<file path="src/rtl/pwm_stage_pkg.sv">
package pwm_stage_pkg;
    localparam int WORD_W  = 32;
    localparam int DIV_W   = 8;
    localparam int BU_LSB  = 8;
    localparam int UPD_BIT = 30;
    localparam int EN_BIT  = 31;

    typedef enum logic [1:0] {
        CH_IDLE    = 2'd0,
        CH_RUN     = 2'd1,
        CH_LOCKED  = 2'd2
    } ch_mode_e;

    function automatic logic req_pending(input logic [WORD_W-1:0] w);
        return w[UPD_BIT];
    endfunction

    function automatic logic [DIV_W-1:0] thr_of(input logic [WORD_W-1:0] w);
        return w[DIV_W-1:0];
    endfunction
endpackage

</file>
<file path="src/rtl/pwm_stage_ctl.sv">
module pwm_stage_ctl
    import pwm_stage_pkg::*;
#(
    parameter int BU_W = 16
) (
    input  logic              clk,
    input  logic              rst,
    input  logic              wr,
    input  logic [WORD_W-1:0] wdata,
    input  logic              wrap,
    output logic [WORD_W-1:0] word_o,
    output logic [BU_W-1:0]   step_o,
    output logic [DIV_W-1:0]  thr_o,
    output logic              run_o
);
    logic [WORD_W-1:0] word_q;
    logic [BU_W-1:0]   step_q;
    logic [DIV_W-1:0]  thr_q;
    logic              seen_q;
    logic              lock_q;
    logic              run_q;
    ch_mode_e          mode;

    logic pending, lock_hit, commit;

    always_comb begin
        pending  = req_pending(word_q);
        lock_hit = wr && pending && !lock_q;
        commit   = !lock_q && pending && !wr && (wrap || !run_q);
        if (lock_q)     mode = CH_LOCKED;
        else if (run_q) mode = CH_RUN;
        else            mode = CH_IDLE;
    end

    always_ff @(posedge clk) begin
        if (rst) begin
            word_q <= '0;
            step_q <= '0;
            thr_q  <= '0;
            seen_q <= 1'b0;
            lock_q <= 1'b0;
            run_q  <= 1'b0;
        end else begin
            if (wr)
                word_q <= wdata;
            else if (commit)
                word_q[UPD_BIT] <= 1'b0;
            if (lock_hit)
                lock_q <= 1'b1;
            if (commit) begin
                step_q <= word_q[BU_LSB +: BU_W];
                thr_q  <= thr_of(word_q);
                seen_q <= 1'b1;
            end
            if (mode != CH_LOCKED && !lock_hit)
                run_q <= word_q[EN_BIT] && seen_q;
        end
    end

    assign word_o = word_q;
    assign step_o = step_q;
    assign thr_o  = thr_q;
    assign run_o  = run_q;

    // a lock lasts until reset
    assert_lock_sticky_R7: assert property (@(posedge clk) disable iff (rst)
        lock_q |=> lock_q);

    // a locked channel keeps its active values and run state
    assert_lock_frozen_R7: assert property (@(posedge clk) disable iff (rst)
        lock_q |=> ($stable(step_q) && $stable(thr_q) && $stable(run_q)));

    // running requires an earlier commit
    assert_run_needs_commit_R5: assert property (@(posedge clk) disable iff (rst)
        run_q |-> seen_q);

    // the request flag drops by hardware only at a wrap or while idle
    assert_req_clear_point_R4: assert property (@(posedge clk) disable iff (rst)
        ($fell(word_q[UPD_BIT]) && !$past(wr)) |->
            (!$past(lock_q) && ($past(wrap) || !$past(run_q))));
endmodule

</file>
<file path="src/rtl/pwm_stage_wave.sv">
module pwm_stage_wave
    import pwm_stage_pkg::*;
#(
    parameter int BU_W = 16
) (
    input  logic             clk,
    input  logic             rst,
    input  logic             run,
    input  logic [BU_W-1:0]  step,
    input  logic [DIV_W-1:0] thr,
    output logic             wrap_o,
    output logic             out_o
);
    localparam logic [BU_W:0] MOD_V = {1'b0, {BU_W{1'b1}}};

    logic [BU_W-1:0] acc_q;
    logic [BU_W:0]   sum;
    logic [BU_W:0]   sum_wrapped;
    logic            wrap;
    logic            out_q;

    always_comb begin
        sum         = {1'b0, acc_q} + {1'b0, step};
        wrap        = run && (sum >= MOD_V);
        sum_wrapped = sum - MOD_V;
    end

    always_ff @(posedge clk) begin
        if (rst) begin
            acc_q <= '0;
            out_q <= 1'b0;
        end else begin
            if (!run)
                acc_q <= '0;
            else if (wrap)
                acc_q <= sum_wrapped[BU_W-1:0];
            else
                acc_q <= sum[BU_W-1:0];
            out_q <= run && (acc_q[BU_W-1 -: DIV_W] >= thr);
        end
    end

    assign wrap_o = wrap;
    assign out_o  = out_q;

    // the accumulator never reaches the modulus
    assert_acc_in_range_R2: assert property (@(posedge clk) disable iff (rst)
        {1'b0, acc_q} < MOD_V);

    // a stopped channel clears its accumulator and output
    assert_stop_clears_R6: assert property (@(posedge clk) disable iff (rst)
        !run |=> (acc_q == '0 && !out_q));

    // a high output always follows a running cycle
    assert_high_needs_run_R3: assert property (@(posedge clk) disable iff (rst)
        out_q |-> $past(run));
endmodule

</file>
<file path="src/rtl/pwm_stage.sv">
module pwm_stage
    import pwm_stage_pkg::*;
#(
    parameter int NUM_CH = 4,
    parameter int BU_W   = 16,
    localparam int AW    = (NUM_CH > 1) ? $clog2(NUM_CH) : 1
) (
    input  logic              clk,
    input  logic              rst,
    input  logic              wr_en,
    input  logic [AW-1:0]     addr,
    input  logic [31:0]       wdata,
    output logic [31:0]       rdata,
    output logic [NUM_CH-1:0] pwm_out
);
    logic [WORD_W-1:0] words [NUM_CH];

    for (genvar g = 0; g < NUM_CH; g++) begin : g_ch
        logic            sel_wr;
        logic            wrap;
        logic            run;
        logic [BU_W-1:0] step;
        logic [DIV_W-1:0] thr;

        assign sel_wr = wr_en && (addr == AW'(g));

        pwm_stage_ctl #(.BU_W(BU_W)) u_ctl (
            .clk    (clk),
            .rst    (rst),
            .wr     (sel_wr),
            .wdata  (wdata),
            .wrap   (wrap),
            .word_o (words[g]),
            .step_o (step),
            .thr_o  (thr),
            .run_o  (run)
        );

        pwm_stage_wave #(.BU_W(BU_W)) u_wave (
            .clk    (clk),
            .rst    (rst),
            .run    (run),
            .step   (step),
            .thr    (thr),
            .wrap_o (wrap),
            .out_o  (pwm_out[g])
        );
    end

    always_comb begin
        rdata = '0;
        for (int i = 0; i < NUM_CH; i++)
            if (addr == AW'(i)) rdata = words[i];
    end
endmodule

</file>
<file path="config.mk">
export PLATFORM = sky130hd
export DESIGN_NAME = pwm_stage
export DESIGN_NICKNAME = d
export VERILOG_FILES = /design/src/rtl/pwm_stage_pkg.sv /design/src/rtl/pwm_stage_ctl.sv /design/src/rtl/pwm_stage_wave.sv /design/src/rtl/pwm_stage.sv
export SDC_FILE = /design/constraint.sdc
export NUM_CORES = 1
export LEC_CHECK = 0
export BUFFER_PORTS_ARGS = -buffer_cell sky130_fd_sc_hd__buf_4
export CORE_MARGIN = 2
export CORE_UTILIZATION = 60
export DETAILED_ROUTE_END_ITERATION = 12
export PLACE_DENSITY = 0.78
export SYNTH_ARGS = -nofsm -noshare
export SYNTH_HDL_FRONTEND = slang
export SYNTH_SLANG_ARGS = --single-unit
</file>
<file path="constraint.sdc">
create_clock -name clk -period 4.84 [get_ports clk]
set_clock_uncertainty 0.2 [all_clocks]
set_input_delay 0.242 -clock clk [delete_from_list [all_inputs] [get_ports clk]]
set_output_delay 0.242 -clock clk [all_outputs]
set_load 0.005 [all_outputs]
</file>
After elaboration in Yosys (flattened, before gate mapping)

Index checks and enable logic that the tools add are counted.

Register bits: 304
Output and inout port bits: 36
Bits of input ports: 37
Word-level logic and storage cells: 156

Equality and inequality tests: 7
Muxes and demuxes: 24
Add/sub/neg operators: 8
Reduce and logical (&&, ||, !) cells: 69
Order comparisons: 8
Bitwise logic cells: 4

Operators with widths:

| kind                                                                     | number |
|---|---|
| 32-bit two-way mux                                                       | 4 |
| 16-bit by 16-bit adder with 17-bit output                                | 4 |
| 17-bit by 16-bit >= comparator with 1-bit output (second input constant) | 4 |
| 16-bit two-way mux                                                       | 4 |
| 16-bit subtractor (second input constant)                                | 4 |
| 1-bit logical AND                                                        | 40 |
| 8-bit >= comparator                                                      | 4 |
| 1-bit zero test                                                          | 16 |
| 1-bit two-way mux                                                        | 12 |
| 2-bit two-way mux                                                        | 4 |
| 2-bit != test (second input constant)                                    | 4 |
| 2-bit nonzero test                                                       | 4 |
| 2-bit OR reduction                                                       | 4 |
| 2-bit equality test (second input constant)                              | 2 |
| 1-bit logical OR                                                         | 4 |
| 1-bit inverter                                                           | 4 |
| 2-bit by 1-bit equality test with 1-bit output (second input constant)   | 1 |
| 2-bit zero test                                                          | 1 |

Logic depth before layout (Yosys ltp)

Depth in word-level cells: 7
Mapped depth: 13
Depth with buffers taken out: 11

Modules after synthesis

A second synthesis with hierarchy kept.

Cells, all modules: 2069
Area total of the unflattened synthesis: 19115.8 µm²

By module, submodules not included:

| module                               | seq. area each (µm²) | instances | cells each | area each (µm²) |
|---|---|---|---|---|
| pwm_stage_ctl                        | 1181.1               | 4         | 221        | 2346.0 |
| pwm_stage_wave at g_ch[1].u_wave ... | 340.3                | 3         | 290        | 2244.7 |
| pwm_stage_wave at g_ch[0].u_wave     | 340.3                | 1         | 271        | 2148.3 |
| pwm_stage                            | 0.0                  | 1         | 44         | 849.6 |

Least setup slack after synthesis

OpenSTA, ideal clock, no wires.

Path kind: flip-flop to flip-flop
Start: reg g_ch[2].u_ctl.step_q[0]
End: reg g_ch[2].u_ctl.step_q[10]
Stages on the path, launching flop included: 14
Path buffers: 2
Arrival: 3547 ps
Data required time: 4568 ps
Library setup time: 72 ps
Slack: 1022 ps
Clock period less this slack: 3818 ps
Cells stage by stage: dfxtp_1 > ha_1 > fa_1 > a21o_1 > a221oi_1 > a21oi_1 > a31oi_1 > xnor2_1 > nand3_1 > o31a_1 > a21oi_1 > buf_2 > buf_2 > mux2i_1

Longest elaborated chain between the ends: 5

Ends and longest elaborated chain:

| what                                             | line                 | text |
|---|---|---|
| from (decl)                                      | pwm_stage_ctl.sv:17  | `logic [BU_W-1:0] step_q;` |
| from (signal assigned)                           | pwm_stage_ctl.sv:51  | `step_q <= word_q[BU_LSB +: BU_W];` |
| 16-bit by 16-bit adder with 17-bit output        | pwm_stage_wave.sv:23 | `sum = {1'b0, acc_q} + {1'b0, step};` |
| 17-bit by 16-bit >= comparator with 1-bit output | pwm_stage_wave.sv:24 | `wrap = run && (sum >= MOD_V);` |
| 1-bit logical AND                                | pwm_stage_wave.sv:24 |  |
| 1-bit logical OR                                 | pwm_stage_ctl.sv:29  | `commit = !lock_q && pending && !wr && (wrap \|\| !run_q);` |
| 1-bit logical AND                                | pwm_stage_ctl.sv:29  |  |

Every way passes these cells.
A chain may end at the register's enable or synchronous reset.

Worst setup path in the final report

Start: reg g_ch[3].u_ctl.step_q[0]
End: reg g_ch[3].u_wave.acc_q[11]

Longest elaborated chain between the ends: 4
Elaborated cells on any way between the ends: 5
Classes of those cells: 2 x add/sub; 1 x order compare; 1 x mux; 1 x reduce/logical

Ends and longest elaborated chain:

| what                                             | line                 | text |
|---|---|---|
| from (decl)                                      | pwm_stage_ctl.sv:17  |  |
| from (signal assigned)                           | pwm_stage_ctl.sv:51  |  |
| 16-bit by 16-bit adder with 17-bit output (*)    | pwm_stage_wave.sv:23 |  |
| 17-bit by 16-bit >= comparator with 1-bit output | pwm_stage_wave.sv:24 |  |
| 1-bit logical AND                                | pwm_stage_wave.sv:24 |  |
| 16-bit two-way mux (*)                           | pwm_stage_wave.sv:35 | `else if (wrap)` |
| to (signal assigned)                             | pwm_stage_wave.sv:36 | `acc_q <= sum_wrapped[BU_W-1:0];` |
| to (signal assigned)                             | pwm_stage_wave.sv:38 | `acc_q <= sum[BU_W-1:0];` |
| to (decl)                                        | pwm_stage_wave.sv:16 | `logic [BU_W-1:0] acc_q;` |

Mark *: on every way between the ends. The rest lies on a longest branch, timed or not.

==> impl_metrics.toml <==
[synthesis]
synth_area_leaders = "dfxtp_1, ha_1, nand2_1"
syn_avg_cell_area_um2 = 8.50
synthesis.nets = 2163
synthSimpleGateAreaFrac_pct = 22.2
synth_top_family_by_area = "simple AND/OR/NAND/NOR gates"
synthMuxAreaShare_pct = 10.5
synthTopCellsByCount = "nand2_1, dfxtp_1, a21oi_1"
yosysTopAreaCellShare_pct = 35.4
netlist_area_um2 = 17200
synth-async-reset-ratio_pct = 0
yosysUniqueCellTypes = 82
ys_seq_elements = 304
yosys.area.top_type = "dfxtp_1"
synth-xor-area-share_pct = 2.91
synth_cells = 2022
synthAdderAreaFrac_pct = 7.75
synth_ff_type = "dfxtp_1"
synth_compound_gate_area_share_pct = 17.1
yosysSeqAreaShare_pct = 35.4
yosysMostFrequentCell = "nand2_1"
synth_enable_flop_cells = 0
yosysWarnings = 0

[worst_setup_path]
cpMaxStageDelayCell = "or4_1"
regToRegSetupSlack_ps = 640
worstPathArrival_ps = 4400
required_ps = 5050
crit_path_start_kind = "flop"
critPathKind = "reg2reg"
rr_startpoint = "g_ch[3].u_ctl.step_o[0]$_SDFFE_PP0P_"
crit_chain = "ha_1, fa_1, a21o_1, a2111oi_0, a311o_1, o211ai_1, nor4_4, nand4_1, o21a_1, or4_1, and3_1"
crit_fanout = 10
rr_endpoint = "g_ch[3].u_wave.acc_q[11]$_SDFF_PP0_"
cpPeakStageDelay_ps = 520
critPathCaptureType = "flop"
rr_worst_depth = 11

[power]
pwr_density_cell_nw_per_um2 = 286
finalPower_w = 0.00555
ir_drop_mv = 0.218
power.leakage_nw = 7.29

[drt]
post-route-drc-count = 0
firstDrtPassIters = 8
drt_wl_total_um = 47600
dr_total_vias = 15100
drtAntennaViolNets = 0
drtIter0Drc = 1444
viasPerCell = 6.13
wl_per_cell_um = 19.3

[clocking]
cts_buffers = 34
clk_latency_ps = 520
cts_root_buf = "clkbuf_16"
clockBufferDepth = 3
clock_sinks = 304
post_cts_buffers = 0
clkTransAtPathRegs_ps = 60
cts_tree = "built"
htreeDepth = 2
ctsResizeCount = 0

[final_layout]
multi_input_area_um2 = 10400
n_fill_cell = 2187
fin_nets = 2207
regArea_um2 = 6090
area_growth_pct = 12.8
fin_util_pct = 69.2
drive_above_1_share_pct = 10.5

[sta]
worst_slack_ps = 644
drv_slew = 0
finalSetupTns_ps = 0
grt_setup_unrepaired = "false"
finalHoldViolations = 0
min_period_ps = 4200
worst_slew_pin_slew_ps = 904
min_period_over_period_pct = 86.7
max_freq_mhz = 238
fin_hold_ws_ps = 254
slew_headroom_pct = 39.7
finalSetupViolCount = 0

[global_routing]
grt_max_degree = 87
grt_pass1_vias = 14200
grt_first_pass_wirelength_um = 75600
grtUsageTotal_pct = 30.7
antenna_found_initial = 1
gr-total-overflow = 0

[die]
dieHeight_um = 173
die_area_um2 = 30000
io_pins = 73
initial_core_util_pct = 61.3
core.rowCount = 61
die_w_um = 173
core-area_um2 = 28000

[placed_design]
dp_slack_ps = 697
port_buffers = 72
place_congestion = 0.894
dpl.hpwl_um = 33200

[hold_path]
hold_depth = 2
hold_start = "g_ch[1].u_ctl.word_o[28]$_SDFFE_PP0P_"
hp-class = "reg2reg"
hold_end = "g_ch[1].u_ctl.word_o[28]$_SDFFE_PP0P_"

[outcome]
status = "finished clean"

[run]
cap_violations = 0
registers in the layout (all words and copies together), names as in the netlist:
name	cells
g_ch.u_ctl.run_o	4
g_ch.u_ctl.step_o	64
g_ch.u_ctl.word_o	128
g_ch.u_wave.out_o	4
g_ch.u_ctl.lock_q	4
g_ch.u_ctl.seen_q	4
g_ch.u_wave.acc_q	64
g_ch.u_ctl.thr_o	32
power breakdown:
part,switching (W),internal [W],total [W]
Combinational,0.000180,0.000139,0.000319
Sequential,0.0000400,0.00254,0.00258
Clock,0.00106,0.00159,0.00265
cell families after synthesis:
kind of cell,after synthesis
AND/OR/NAND/NOR,785
AO/OA/AOI/OAI,459
flip-flops,304
buffers and inverters,172
multiplexers,141
adder cells (fa/ha/maj),104
XOR/XNOR,57
placed cells by master (no fill, tap or decap), types with 7 or more instances in the layout:
| cell | instances |
|---|---|
| xor2_1 | 25 |
| clkinv_2 | 8 |
| nand2_1 | 333 |
| nor2b_1 | 11 |
| nand3b_1 | 9 |
| mux2i_1 | 109 |
| and2_1 | 14 |
| a211o_1 | 12 |
| a21oi_1 | 216 |
| nor3_1 | 19 |
| dfxtp_1 | 304 |
| nor3b_1 | 8 |
| nand3_1 | 47 |
| and3_1 | 16 |
| ha_1 | 100 |
| or4_1 | 13 |
| o21a_1 | 14 |
| clkbuf_16 | 37 |
| o31ai_1 | 11 |
| a31o_2 | 7 |
| nand2b_1 | 120 |
| a31oi_1 | 11 |
| o21ai_0 | 36 |
| xnor2_1 | 32 |
| o22ai_1 | 7 |
| nor2_1 | 128 |
| buf_4 | 89 |
| dlygate4sd3_1 | 35 |
| or3_1 | 12 |
| nand4_1 | 22 |
| o211ai_1 | 9 |
| mux4_2 | 32 |
| inv_1 | 55 |
| a211oi_1 | 16 |
| a21o_1 | 53 |
per-stage QoR:
step                std cells  cell area (um2)
finish                   2469            19400
global route             2469            19400
CTS                      2468            19400
detailed placement       2373            17900
global placement         2373            17900
floorplan                2022            17200
cell type report:
type | instances | area share [%]
Multi-Input combinational cell | 1546 | 53.8
Sequential cell | 304 | 31.4
Timing Repair Buffer | 125 | 5.31
Clock buffer | 46 | 5.26
Tap cell | 378 | 2.44
Inverter | 55 | 1.07
Clock inverter | 14 | 0.684
Antenna cell | 1 | 0.0129
critical path, delay by kind of cell (launching register included):
kind                     cells  cell delay [ps]
AND/OR/NAND/NOR              4             1450
AO/OA/AOI/OAI                5             1480
flip-flops                   1              310
adder cells (fa/ha/maj)      2              650
what timing repair did:
item / in CTS / in global routing
hold endpoints to repair: 134 / 0
hold buffers: 35 / 0
endpoints found under the setup margin: 0 / 0
layer usage:
layer / vias to the layer above / wire length, um / GRT usage, %
met5: - / 0 / 0
met4: 0 / 1470 / 10.1
met3: 119 / 2890 / 4.36
met2: 573 / 22800 / 52.2
met1: 7216 / 20400 / 40.3
li1: 7239 / - / -
worst max-delay path by stage:
stage	to	startpoint	slack, ps
2_1_floorplan	g_ch[2].u_ctl.step_o[10]$_SDFFE_PP0P_	g_ch[2].u_ctl.step_o[0]$_SDFFE_PP0P_	1020
3_3_place_gp	g_ch[3].u_wave.acc_q[11]$_SDFF_PP0_	g_ch[3].u_ctl.step_o[0]$_SDFFE_PP0P_	800
3_5_place_dp	g_ch[3].u_wave.acc_q[11]$_SDFF_PP0_	g_ch[3].u_ctl.step_o[0]$_SDFFE_PP0P_	700
4_1_cts	g_ch[1].u_ctl.thr_o[2]$_SDFFE_PP0P_	g_ch[1].u_ctl.step_o[0]$_SDFFE_PP0P_	680
5_1_grt	g_ch[1].u_ctl.thr_o[2]$_SDFFE_PP0P_	g_ch[1].u_ctl.step_o[0]$_SDFFE_PP0P_	390
6_report	g_ch[3].u_wave.acc_q[11]$_SDFF_PP0_	g_ch[3].u_ctl.step_o[0]$_SDFFE_PP0P_	640
Power figures use the tool's default switching activity.
